$ cat src/rtl/pfs_pkg.sv
package pfs_pkg;
  localparam int unsigned NUM_RAILS  = 5;
  localparam int unsigned GROUP_BASE = 2;
  localparam int unsigned RIDX_W     = $clog2(NUM_RAILS + 1);

  localparam logic [1:0] ADDR_FLAGS  = 2'd0;
  localparam logic [1:0] ADDR_STATUS = 2'd1;
  localparam logic [1:0] ADDR_CTRL   = 2'd2;

  // lowest rail switched off by a fault on rail r
  function automatic logic [RIDX_W-1:0] first_killed(input int unsigned r);
    return (r < GROUP_BASE) ? RIDX_W'(r) : RIDX_W'(GROUP_BASE);
  endfunction

  // flag bits raised by a fault on rail r
  function automatic logic [NUM_RAILS-1:0] flag_group(input int unsigned r);
    logic [NUM_RAILS-1:0] m;
    m = '0;
    for (int unsigned i = 0; i < NUM_RAILS; i++) begin
      if (r < GROUP_BASE) m[i] = (i == r);
      else                m[i] = (i >= GROUP_BASE);
    end
    return m;
  endfunction
endpackage

$ cat src/rtl/pfs_fault_map.sv
module pfs_fault_map
  import pfs_pkg::*;
(
  input  logic [NUM_RAILS-1:0] pulse,
  output logic [NUM_RAILS-1:0] set_mask,
  output logic [RIDX_W-1:0]    kill_start
);
  logic [NUM_RAILS-1:0] contrib [NUM_RAILS];

  for (genvar r = 0; r < NUM_RAILS; r++) begin : g_rail
    assign contrib[r] = pulse[r] ? flag_group(r) : '0;
  end

  always_comb begin
    set_mask = '0;
    for (int r = 0; r < NUM_RAILS; r++) set_mask = set_mask | contrib[r];
  end

  // first_killed is non-decreasing in r, so scanning downward leaves the minimum
  always_comb begin
    kill_start = RIDX_W'(NUM_RAILS);
    for (int r = NUM_RAILS - 1; r >= 0; r--) begin
      if (pulse[r]) kill_start = first_killed(r);
    end
  end
endmodule

$ cat src/rtl/pfs_w1c_bank.sv
module pfs_w1c_bank #(
  parameter int unsigned WIDTH = 2
) (
  input  logic             clk,
  input  logic             rst,
  input  logic [WIDTH-1:0] set_ev,
  input  logic             clr_stb,
  input  logic [WIDTH-1:0] clr_bits,
  output logic [WIDTH-1:0] q
);
  for (genvar i = 0; i < WIDTH; i++) begin : g_bit
    always_ff @(posedge clk) begin
      if (rst)                        q[i] <= 1'b0;
      else if (set_ev[i])             q[i] <= 1'b1;
      else if (clr_stb && clr_bits[i]) q[i] <= 1'b0;
    end
  end
endmodule

$ cat src/rtl/pfs_sequencer.sv
module pfs_sequencer
  import pfs_pkg::*;
#(
  parameter int unsigned STEP_CYCLES = 16
) (
  input  logic                 clk,
  input  logic                 rst,
  input  logic                 fault_any,
  input  logic [RIDX_W-1:0]    kill_start,
  output logic [NUM_RAILS-1:0] rail_q,
  output logic                 all_up
);
  localparam int unsigned CNT_W = (STEP_CYCLES < 2) ? 1 : $clog2(STEP_CYCLES);
  localparam logic [CNT_W-1:0] CNT_LAST = CNT_W'(STEP_CYCLES - 1);

  logic [RIDX_W-1:0]    idx_q;
  logic [CNT_W-1:0]     cnt_q;
  logic [NUM_RAILS-1:0] keep_mask;
  logic [NUM_RAILS-1:0] next_bit;

  for (genvar i = 0; i < NUM_RAILS; i++) begin : g_mask
    assign keep_mask[i] = (RIDX_W'(i) < kill_start);
    assign next_bit[i]  = (idx_q == RIDX_W'(i));
  end

  assign all_up = (idx_q == RIDX_W'(NUM_RAILS));

  always_ff @(posedge clk) begin
    if (rst) begin
      idx_q  <= '0;
      cnt_q  <= '0;
      rail_q <= '0;
    end else if (fault_any) begin
      cnt_q  <= '0;
      rail_q <= rail_q & keep_mask;
      if (kill_start < idx_q) idx_q <= kill_start;
    end else if (!all_up) begin
      if (cnt_q == CNT_LAST) begin
        cnt_q  <= '0;
        idx_q  <= idx_q + 1'b1;
        rail_q <= rail_q | next_bit;
      end else begin
        cnt_q <= cnt_q + 1'b1;
      end
    end
  end
endmodule

$ cat src/rtl/pfs_supervisor.sv
module pfs_supervisor
  import pfs_pkg::*;
#(
  parameter int unsigned STEP_CYCLES = 16,
  parameter int unsigned DATA_W      = 8
) (
  input  logic                 clk,
  input  logic                 rst,
  input  logic [4:0]           rail_fault_p,
  input  logic                 vlow_in,
  input  logic                 hot_in,
  input  logic [1:0]           reg_addr,
  input  logic                 reg_wr,
  input  logic [DATA_W-1:0]    reg_wdata,
  output logic [DATA_W-1:0]    reg_rdata,
  output logic [4:0]           rail_en,
  output logic                 sig_en,
  output logic                 drv_en,
  output logic                 mcu_alive,
  output logic                 irq
);
  logic [NUM_RAILS-1:0] flag_set, flag_q;
  logic [RIDX_W-1:0]    kill_start;
  logic                 fault_any, all_up;
  logic [1:0]           lat_q;
  logic                 vlow_live_q, hot_live_q, hot_ie_q;
  logic                 sys_q, irq_q;
  logic                 unused_wbits;

  assign unused_wbits = ^reg_wdata[DATA_W-1:NUM_RAILS];

  pfs_fault_map u_map (
    .pulse      (rail_fault_p),
    .set_mask   (flag_set),
    .kill_start (kill_start)
  );

  pfs_w1c_bank #(.WIDTH(NUM_RAILS)) u_flags (
    .clk      (clk),
    .rst      (rst),
    .set_ev   (flag_set),
    .clr_stb  (reg_wr && reg_addr == ADDR_FLAGS),
    .clr_bits (reg_wdata[NUM_RAILS-1:0]),
    .q        (flag_q)
  );

  // lat_q[0]: low-voltage latch, lat_q[1]: over-temperature latch
  pfs_w1c_bank #(.WIDTH(2)) u_latches (
    .clk      (clk),
    .rst      (rst),
    .set_ev   ({hot_in, vlow_in}),
    .clr_stb  (reg_wr && reg_addr == ADDR_STATUS),
    .clr_bits ({reg_wdata[3], reg_wdata[1]}),
    .q        (lat_q)
  );

  assign fault_any = (|flag_q) | (|rail_fault_p);

  pfs_sequencer #(.STEP_CYCLES(STEP_CYCLES)) u_seq (
    .clk        (clk),
    .rst        (rst),
    .fault_any  (fault_any),
    .kill_start (kill_start),
    .rail_q     (rail_en),
    .all_up     (all_up)
  );

  always_ff @(posedge clk) begin
    if (rst) begin
      vlow_live_q <= 1'b0;
      hot_live_q  <= 1'b0;
      hot_ie_q    <= 1'b0;
      sys_q       <= 1'b0;
      irq_q       <= 1'b0;
    end else begin
      vlow_live_q <= vlow_in;
      hot_live_q  <= hot_in;
      if (reg_wr && reg_addr == ADDR_CTRL) hot_ie_q <= reg_wdata[0];
      sys_q <= all_up && !fault_any;
      irq_q <= lat_q[0] | (lat_q[1] & hot_ie_q);
    end
  end

  always_ff @(posedge clk) begin
    if (rst) reg_rdata <= '0;
    else begin
      unique case (reg_addr)
        ADDR_FLAGS:  reg_rdata <= DATA_W'(flag_q);
        ADDR_STATUS: reg_rdata <= DATA_W'({lat_q[1], hot_live_q, lat_q[0], vlow_live_q});
        ADDR_CTRL:   reg_rdata <= DATA_W'(hot_ie_q);
        default:     reg_rdata <= '0;
      endcase
    end
  end

  assign sig_en    = sys_q;
  assign drv_en    = sys_q;
  assign mcu_alive = sys_q;
  assign irq       = irq_q;
endmodule

$ cat config.mk
export PLATFORM = sky130hd
export DESIGN_NAME = pfs_supervisor
export DESIGN_NICKNAME = d
export VERILOG_FILES = /design/src/rtl/pfs_pkg.sv /design/src/rtl/pfs_fault_map.sv /design/src/rtl/pfs_w1c_bank.sv /design/src/rtl/pfs_sequencer.sv /design/src/rtl/pfs_supervisor.sv
export SDC_FILE = /design/constraint.sdc
export NUM_CORES = 1
export LEC_CHECK = 0
export ABC_AREA = 1
export BUFFER_PORTS_ARGS = -buffer_cell sky130_fd_sc_hd__buf_2
export CORE_MARGIN = 1.5
export CORE_UTILIZATION = 51
export DETAILED_ROUTE_END_ITERATION = 6
export GPL_ROUTABILITY_DRIVEN = 1
export PLACE_DENSITY = 0.78
export SYNTH_ARGS = -nofsm -noshare
export SYNTH_HDL_FRONTEND = slang
export SYNTH_SLANG_ARGS = --single-unit
$ cat constraint.sdc
create_clock -name clk -period 1.54 [get_ports clk]
set_input_delay 0.308 -clock clk [delete_from_list [all_inputs] [get_ports clk]]
set_output_delay 0.308 -clock clk [all_outputs]
set_load 0.005 [all_outputs]
After elaboration in Yosys (flattened, before gate mapping)
Cells that the tools add are included.

Input port bits: 20. Bits in registers: 32.

Mux-type cells: 33. $lt $le $gt $ge: 6. Equality and inequality tests: 10. Add/subtract/negate cells: 2. Bitwise logic cells: 9. Reductions and logical operators: 27.

Operators with widths (count): $mux W5 (6); $mux W3 (9); $or A5 B5 Y5 (5); $reduce_bool A2 Y1 (8); $mux W1 (15); $pmux W5 S3 (1); $logic_and A1 B1 Y1 (11); $reduce_or A5 Y1 (2); $eq A3 B2 Y1 const B (2); $eq A3 B3 Y1 const B (2); $lt A1 B3 Y1 const A (2); $lt A2 B3 Y1 const A (2); $and A5 B5 Y5 (1); $add A4 B1 Y4 const B (1); $eq A4 B4 Y1 const B (1); $mux W4 (1); $add A3 B1 Y3 const B (1); $eq A3 B1 Y1 const B (1); $logic_not A3 Y1 (1); $lt A3 B3 Y1 (1); $lt A3 B3 Y1 const A (1); $reduce_and A3 Y1 (1); $eq A2 B1 Y1 const B (1); $eq A2 B2 Y1 const B (1); other kinds (9) (10).

Logic depth before layout (Yosys ltp)
Gate-level depths: netlist of run 1.

Depth in word-level cells: 8. Gate-level depth with buffers: 12.

By module
A second synthesis of run 1 with hierarchy kept.

Cells, all modules: 212. Area, all modules: 1516.5 sq um.

Modules (own cells, without submodules): pfs_sequencer (area an instance 729.4 sq um, instances 1, cells each 102); pfs_supervisor (area an instance 444.2 sq um, instances 1, cells each 63); pfs_w1c_bank (u_flags) (area an instance 185.2 sq um, instances 1, cells each 25); pfs_w1c_bank (u_latches) (area an instance 80.1 sq um, instances 1, cells each 10); pfs_fault_map (area an instance 77.6 sq um, instances 1, cells each 12).

Worst setup path after synthesis of run 1
OpenSTA, ideal clock, no wires.

Path type: flip-flop to flip-flop. From: register u_seq.idx_q[1]. To: register u_seq.idx_q[0]. Library setup time: 114 ps. Clock period less this slack: 1384 ps. Path slack: 156 ps. Stages on the path, launching flop included: 9. Data required time: 1426 ps. Path buffers: 0. Data arrival time: 1270 ps. Path through: dfxtp_1 inv_1 ha_1 nand2_1 inv_2 o21ai_2 nand2_4 nor2_1 nor2_2.

Longest elaborated chain between the ends: 3. Elaborated cells on any way between the ends: 5.

RTL lines: start: declaration (line pfs_sequencer.sv:16) `logic [RIDX_W-1:0] idx_q;`; start signal: assignment (line pfs_sequencer.sv:36) `if (kill_start < idx_q) idx_q <= kill_start;`; start signal: assignment (line pfs_sequencer.sv:40) `idx_q <= idx_q + 1'b1;`; $lt A3 B3 Y1 / $eq A3 B3 Y1 (equally long branches) (line pfs_sequencer.sv:36, pfs_sequencer.sv:26); $ne A2 B1 Y1 (no source line) / $ne A2 B2 Y1 (equally long branches); $reduce_and A3 Y1 (no source line) *.

Mark *: on every way between the ends. The rest lies on a longest branch, timed or not. A chain may end at the register's enable or synchronous reset.

Final worst setup path of run 1
Ends and elaborated chain as after synthesis.

==> run_results.csv, run 1 <==
group,metric,value,unit
worst_setup_path,critPathLaunchType,"flop",
worst_setup_path,reg2reg_depth,8,
cells_and_area,layout-drive-gt1-share,0.288,
clock_tree,htreeDepth,2,
floorplanning,io_pins,37,
sta,fin_skew,12.2,ps
cells_and_area,nets,252,
detailed_routing,via_per_inst,4.81,
sta,fmax,703,MHz
power_and_ir_drop,p_leak,0.857,nW
sta,drv_slew,0,
floorplanning,num_rows,18,
floorplanning,die_h,55.4,um
worst_setup_path,crit_fanout,6,
yosys,ys.flop_type,"dfxtp_1",
global_route,grt_pass1_wl,4510,um
placed_design,hpwl,2030,um
yosys,synthCells,186,
yosys,synth_edf_count,0,
worst_setup_path,crit_path_end_kind,"flop",
worst_setup_path,cp_data_arrival_time,1640,ps
detailed_routing,drtIter0Drc,24,
worst_setup_path,reg2reg_slack,120,ps
detailed_routing,vias,1231,
yosys,synth_top_cell_area_share,0.415,
sta,final.period_utilization,0.923,
detailed_routing,firstDrtPassIters,5,
worst_setup_path,crit_required,1760,ps
yosys,yosys_warnings,0,
sta,final.setup.tns,0,ps
cells_and_area,fillerInstances,240,
clock_tree,hold_buffers,0,
yosys,synth_top_area_cell,"dfxtp_1",
yosys,syn-cell-area,1400,um2
placed_design,gp_congestion,0.793,
sta,finalCriticalPeriod,1420,ps
cells_and_area,synthToLayoutAreaGrowth,18.7,%
clock_tree,cts_resized,0,
clock_tree,cts_setup_buffers,0,
detailed_routing,antenna_left,0,
yosys,synth_seq_cells,29,
yosys,synth_common_cells,"inv_1 (30), nand2_1 (30), dfxtp_1 (29)",
clock_tree,path_clk_slew,100,ps
sta,rsz0062_at_grt,"no",
clock_tree,cts_buffer_depth,2,
clock_tree,cts_made_buffers,5,
power_and_ir_drop,power_per_cell_area,1180,nW/um2
worst_setup_path,r2r_end,"u_seq.idx_q[0]",
detailed_routing,wl_per_cell,10.3,um
sta,hold_viol,0,
yosys,ys_types,26,
global_route,grt_overflow,0,
yosys,synth-seq-area-share,0.415,
clock_tree,clock_latency,330,ps
yosys,synthTopCellsByArea,"dfxtp_1 (41%), inv_1 (8.0%), nand2_1 (8.0%)",
power_and_ir_drop,ir_worst_vdd,1.09,mV
floorplanning,die_x,55.4,um
floorplanning,core_area,2540,um2
global_route,antenna_found_initial,0,
clock_tree,cts_tree,"yes",
detailed_routing,drcViolationCount,0,
worst_setup_path,r2r-start,"u_seq.idx_q[1]",
cells_and_area,n_antenna_cell,0,
run_status,status,"complete, no violations",
clock_tree,clock_sinks,29,
global_route,grt_max_degree,15,
worst_setup_path,setup.worst_path.start,"u_seq.idx_q[1]",
global_route,grt_pass1_vias,1136,
clock_tree,cts-root-buf,"clkbuf_4",
floorplanning,start_util,0.550,
floorplanning,dieArea,3070,um2
global_route,grt_use_total,0.186,
worst_setup_path,critPathCapture,"u_seq.idx_q[0]",
detailed_routing,wl,2640,um
yosys,syn_avg_cell_area,7.53,um2
sta,setup_viol_count_final,0,
placed_design,port_buffers,30,
sta,hold-worst-slack,184,ps
job,cap_violations,0,
yosys,async_reset_ff_frac,0,
worst_setup_path,path_class,"reg2reg",
worst_hold_path,hp-class,"in2reg",
## flip-flops by register name, summed over array words and instances (netlist names)
name / cells
irq: 1
u_seq.rail_q: 5
u_seq.idx_q: 3
drv_en: 1
hot_live_q: 1
hot_ie_q: 1
u_flags.q: 5
vlow_live_q: 1
reg_rdata: 5
u_seq.cnt_q: 4
u_latches.q: 2
## where the power goes
group          switching, mW  leakage [nW]  internal (mW)
Sequential            0.0467         0.238          0.818
Clock                  0.267        0.0413          0.264
Combinational          0.343         0.577          0.213
Total                  0.658         0.857           1.30
## placed cells by master, fill, tap and decap left out
master,n
nor2_8,1
clkinv_2,2
o21ai_0,11
nand2_2,4
nand3_1,11
buf_2,30
dfxtp_1,29
clkbuf_4,5
nand2_4,1
inv_1,30
a21oi_1,10
nor3_1,5
nor2_2,7
nand4_1,3
nand2_1,30
clkbuf_8,2
ha_1,7
inv_2,4
buf_4,7
nand4_2,1
a211oi_1,1
o21ai_2,1
o211ai_1,1
conb_1,3
nor2_1,15
o22ai_1,4
o21ai_1,1
## stage by stage
step	instance area, um2	power (mW)	setup slack, ps	utilization	std cells
2_1_floorplan	1410	1.29	156	-	188
3_3_place_gp	1590	1.42	13.0	0.625	248
4_1_cts	1660	1.97	109	0.653	256
6_report	1660	1.95	118	0.653	256
5_1_grt	1660	2.08	3.20	0.653	256
3_5_place_dp	1590	1.44	-10.4	0.625	248
## worst min-delay path by stage
stage                     depth (start not counted)  slack [ps]       startpoint              end
after floorplan                                   2         430       hot_live_q     reg_rdata[2]
after global placement                            2         430  u_seq.rail_q[4]  u_seq.rail_q[4]
after detailed placement                          2         430  u_seq.rail_q[2]  u_seq.rail_q[2]
after CTS                                         3         170          vlow_in      vlow_live_q
after global routing                              3         200          vlow_in      vlow_live_q
final                                             3         180          vlow_in      vlow_live_q
## critical path: stages, from the launching register on
cell and delay [ps]:
dfxtp_1 360, inv_1 70, ha_1 200, nand2_1 100, inv_2 50, o21ai_2 250
nand2_4 110, nor2_1 130, nor2_2 50
## metal layers
| metal | part of all wire | track usage | vias to the layer above | wire length [um] |
|---|---|---|---|---|
| met3 | 0.051 | 0.0632 | 6 | 136 |
| li1 | - | - | 658 | - |
| met4 | 0.017 | 0.0732 | 0 | 45 |
| met1 | 0.46 | 0.202 | 536 | 1210 |
| met2 | 0.47 | 0.328 | 31 | 1250 |
| met5 | 0 | 0 | - | 0 |
## kinds of logic after synthesis
group                      share of synthesized area
AOI/OAI and AO/OA                              0.113
and+or+nand+nor                                0.272
buffers and inverters                          0.135
adders and majority gates                     0.0626
DFF                                            0.415
other                                        0.00268
## cell type report
type	count	area [um2]	share of cell area
inverters	35	133	0.0798
multi-input cells	117	638	0.384
well taps	30	37.5	0.0226
clock inverters	1	5.00	0.00301
clock buffers	7	65.1	0.0392
repair buffers	37	203	0.122
flip-flops and latches	29	581	0.349
No activity file was read; power rests on OpenSTA's default activity.
==> inputs of run 2 (changes only) <==
--- a/config.mk
+++ b/config.mk
@@ -5,13 +5,12 @@
 export SDC_FILE = /design/constraint.sdc
 export NUM_CORES = 1
 export LEC_CHECK = 0
-export ABC_AREA = 1
 export BUFFER_PORTS_ARGS = -buffer_cell sky130_fd_sc_hd__buf_2
 export CORE_MARGIN = 1.5
-export CORE_UTILIZATION = 51
+export CORE_UTILIZATION = 50
 export DETAILED_ROUTE_END_ITERATION = 6
 export GPL_ROUTABILITY_DRIVEN = 1
-export PLACE_DENSITY = 0.78
+export PLACE_DENSITY = 0.77
 export SYNTH_ARGS = -nofsm -noshare
 export SYNTH_HDL_FRONTEND = slang
 export SYNTH_SLANG_ARGS = --single-unit
==> run 2 against run 1 <==
Compared with the run above: non-clock buffer count up 22; clock-buffer cell count did not move; largest cell class unchanged; the flow now finishes with violations (negative setup slack); synthesized area shrank 5.3%; die area down 3.2%.
==> run_results.csv, run 2 <==
group,metric,value,unit
run_status,status,"complete, but fails checks",
run_status,violations,"negative setup slack",
worst_setup_path,reg2reg_slack,-310,ps
worst_setup_path,r2r-start,"u_flags.q[1]",
cells_and_area,n_antenna_cell,0,
detailed_routing,drtIter0Drc,26,
floorplanning,die_x,54.5,um
global_route,grt_overflow,0,
placed_design,hpwl,2420,um
placed_design,port_buffers,30,
global_route,grt_pass1_vias,1164,
cells_and_area,nets,235,
yosys,syn-cell-area,1330,um2
floorplanning,dieArea,2970,um2
job,cap_violations,0,
detailed_routing,antenna_left,0,
detailed_routing,drcViolationCount,0,
sta,worst_pin_slew,647,ps
worst_setup_path,path_class,"reg2reg",
power_and_ir_drop,power,1.67,mW
yosys,synth_common_cells,"dfxtp_1 (29), nor2_1 (19), a21oi_1 (16), nand2_1 (16)",
floorplanning,io_pins,37,
worst_setup_path,r2r_end,"u_seq.idx_q[2]",
clock_tree,clock_latency,330,ps
clock_tree,cts-root-buf,"clkbuf_4",
clock_tree,cts_tree,"yes",
floorplanning,num_rows,18,
power_and_ir_drop,ir_worst_vdd,0.988,mV
worst_setup_path,worstPathCellList,"or4_4, nor2_4, o21ai_2, a221oi_2, mux2_1",
worst_setup_path,reg2reg_depth,5,
detailed_routing,firstDrtPassIters,4,
clock_tree,htreeDepth,2,
worst_setup_path,cp_slowest_cell,"or4_4",
clock_tree,cts_buffer_depth,2,
clock_tree,hold_buffers,0,
detailed_routing,via_per_inst,5.21,
worst_setup_path,crit_fanout,2,
worst_setup_path,cpPeakStageDelay,550,ps
detailed_routing,vias,1244,
worst_setup_path,critPathLaunchType,"flop",
clock_tree,cts_made_buffers,5,
yosys,synth.most_common_cell,"dfxtp_1",
cells_and_area,top_regs,"reg_rdata x5, u_flags.q x5, u_seq.rail_q x5",
yosys,synthCells,149,
worst_hold_path,holdPathEnd,"vlow_live_q",
worst_setup_path,crit_required,1760,ps
sta,fin_skew,7.15,ps
sta,finalCriticalPeriod,1850,ps
sta,final.period_utilization,1.20,
yosys,synth_seq_cells,29,
sta,hold-worst-slack,203,ps
worst_hold_path,hp-class,"in2reg",
sta,fmax,542,MHz
yosys,synth-seq-area-share,0.438,
worst_setup_path,crit_family,"simple AND/OR/NAND/NOR gates",
power_and_ir_drop,p_leak,0.867,nW
cells_and_area,layout-drive-gt1-share,0.402,
sta,hold_viol,0,
detailed_routing,wl,3290,um
yosys,synth_edf_count,0,
yosys,synth_top_area_cell,"dfxtp_1",
yosys,synth_top_cell_area_share,0.438,
worst_setup_path,path_buf_inv,0,
worst_hold_path,worstHoldStart,"vlow_in",
sta,drv_slew,0,
global_route,grt_use_total,0.246,
yosys,ys_types,36,
yosys,ys.flop_type,"dfxtp_1",
clock_tree,path_clk_slew,90,ps
yosys,yosys_warnings,0,
clock_tree,clock_sinks,29,
sta,postLayoutSetupSlackWorst,-305,ps
floorplanning,core_area,2500,um2
yosys,synthTopCellsByArea,"dfxtp_1 (44%), ha_1 (6.6%), a21oi_1 (6.0%)",
floorplanning,start_util,0.531,
worst_hold_path,hold_depth,2,
cells_and_area,layout_common_cells,"buf_2 (30), dfxtp_1 (27), buf_4 (26), nor2_1 (19)",
yosys,async_reset_ff_frac,0,
global_route,antenna_found_initial,0,
sta,slew_headroom,0.565,
sta,rsz0062_at_grt,"yes",
cells_and_area,layout_commonest_cell,"buf_2",
placed_design,gp_congestion,0.835,
floorplanning,die_h,54.5,um
yosys,syn_avg_cell_area,8.90,um2
power_and_ir_drop,power_per_cell_area,887,nW/um2
worst_setup_path,cp_data_arrival_time,2060,ps
cells_and_area,fillerInstances,173,
global_route,grt_pass1_wl,5090,um
sta,setup_viol_count_final,9,
global_route,grt_max_degree,11,
worst_setup_path,crit_path_end_kind,"flop",
detailed_routing,wl_per_cell,13.8,um
cells_and_area,synthToLayoutAreaGrowth,41.7,%
-- run 2: cell count changes after synthesis, sizes merged, moves of 4 or more --
cell / change
inv: -31
nand2: -19
o21ai: -11
nand3: -9
a21oi: +6
mux2i: +6
o22ai: -4
-- run 2: report_power, final --
group / internal, mW / switching [mW]
Clock: 0.387 / 0.263
Sequential: 0.775 / 0.0164
Combinational: 0.117 / 0.109
Total: 1.28 / 0.389
-- run 2: cell families after synthesis --
| logic type | synth area share |
|---|---|
| xor+xnor | 0.0132 |
| simple gates | 0.256 |
| flops | 0.438 |
| compound gates | 0.122 |
| other cells | 0.00283 |
| buf+inv | 0.0491 |
| fa+ha+maj | 0.0660 |
| mux | 0.0538 |
-- run 2: final cells by class --
cell class | instances | area [um2] | share of cell area
clock inverter | 1 | 30.0 | 0.0160
inverter | 3 | 13.8 | 0.00732
timing repair buffer | 59 | 379 | 0.202
tap | 30 | 37.5 | 0.0200
sequential | 29 | 586 | 0.312
clock buffer | 7 | 55.1 | 0.0293
multi-input combinational | 110 | 778 | 0.414
-- run 2: worst max-delay path by stage --
stage	from	to	slack (ps)	cells past startpoint
5_1_grt	u_seq.idx_q[1]	u_seq.idx_q[2]	-400	7
6_report	u_flags.q[1]	u_seq.idx_q[2]	-310	5
4_1_cts	u_seq.idx_q[1]	u_seq.idx_q[2]	-270	7
3_5_place_dp	rail_fault_p[3]	u_seq.idx_q[2]	-610	9
3_3_place_gp	rail_fault_p[3]	u_seq.idx_q[2]	-510	9
2_1_floorplan	rail_fault_p[3]	u_seq.idx_q[2]	-460	8
-- run 2: layer usage --
metal	vias up	share of wire	GRT usage
met5	-	0	0
met3	4	0.041	0.0847
met2	34	0.49	0.416
met1	586	0.45	0.297
li1	620	-	-
met4	0	0.013	0.0667
-- run 2: repair_timing --
action / in CTS / in global routing
pin swaps: 5 / 7
buffers inserted: 1 / 5
resized for setup: 12 / 8
cloned: 0 / 0
endpoints found under the hold margin: 0 / 0
endpoints found under the setup margin: 10 / 10
-- run 2: metrics by stage --
| step | setup WS [ps] | instances | area, um2 | utilization | TNS (ps) |
|---|---|---|---|---|---|
| after floorplan | -458 | 151 | 1360 | - | -988 |
| after global placement | -508 | 227 | 1680 | 0.671 | -1980 |
| after detailed placement | -611 | 227 | 1680 | 0.671 | -2540 |
| after CTS | -265 | 235 | 1810 | 0.725 | -961 |
| after global routing | -398 | 239 | 1880 | 0.752 | -1960 |
| final | -305 | 239 | 1880 | 0.752 | -1260 |
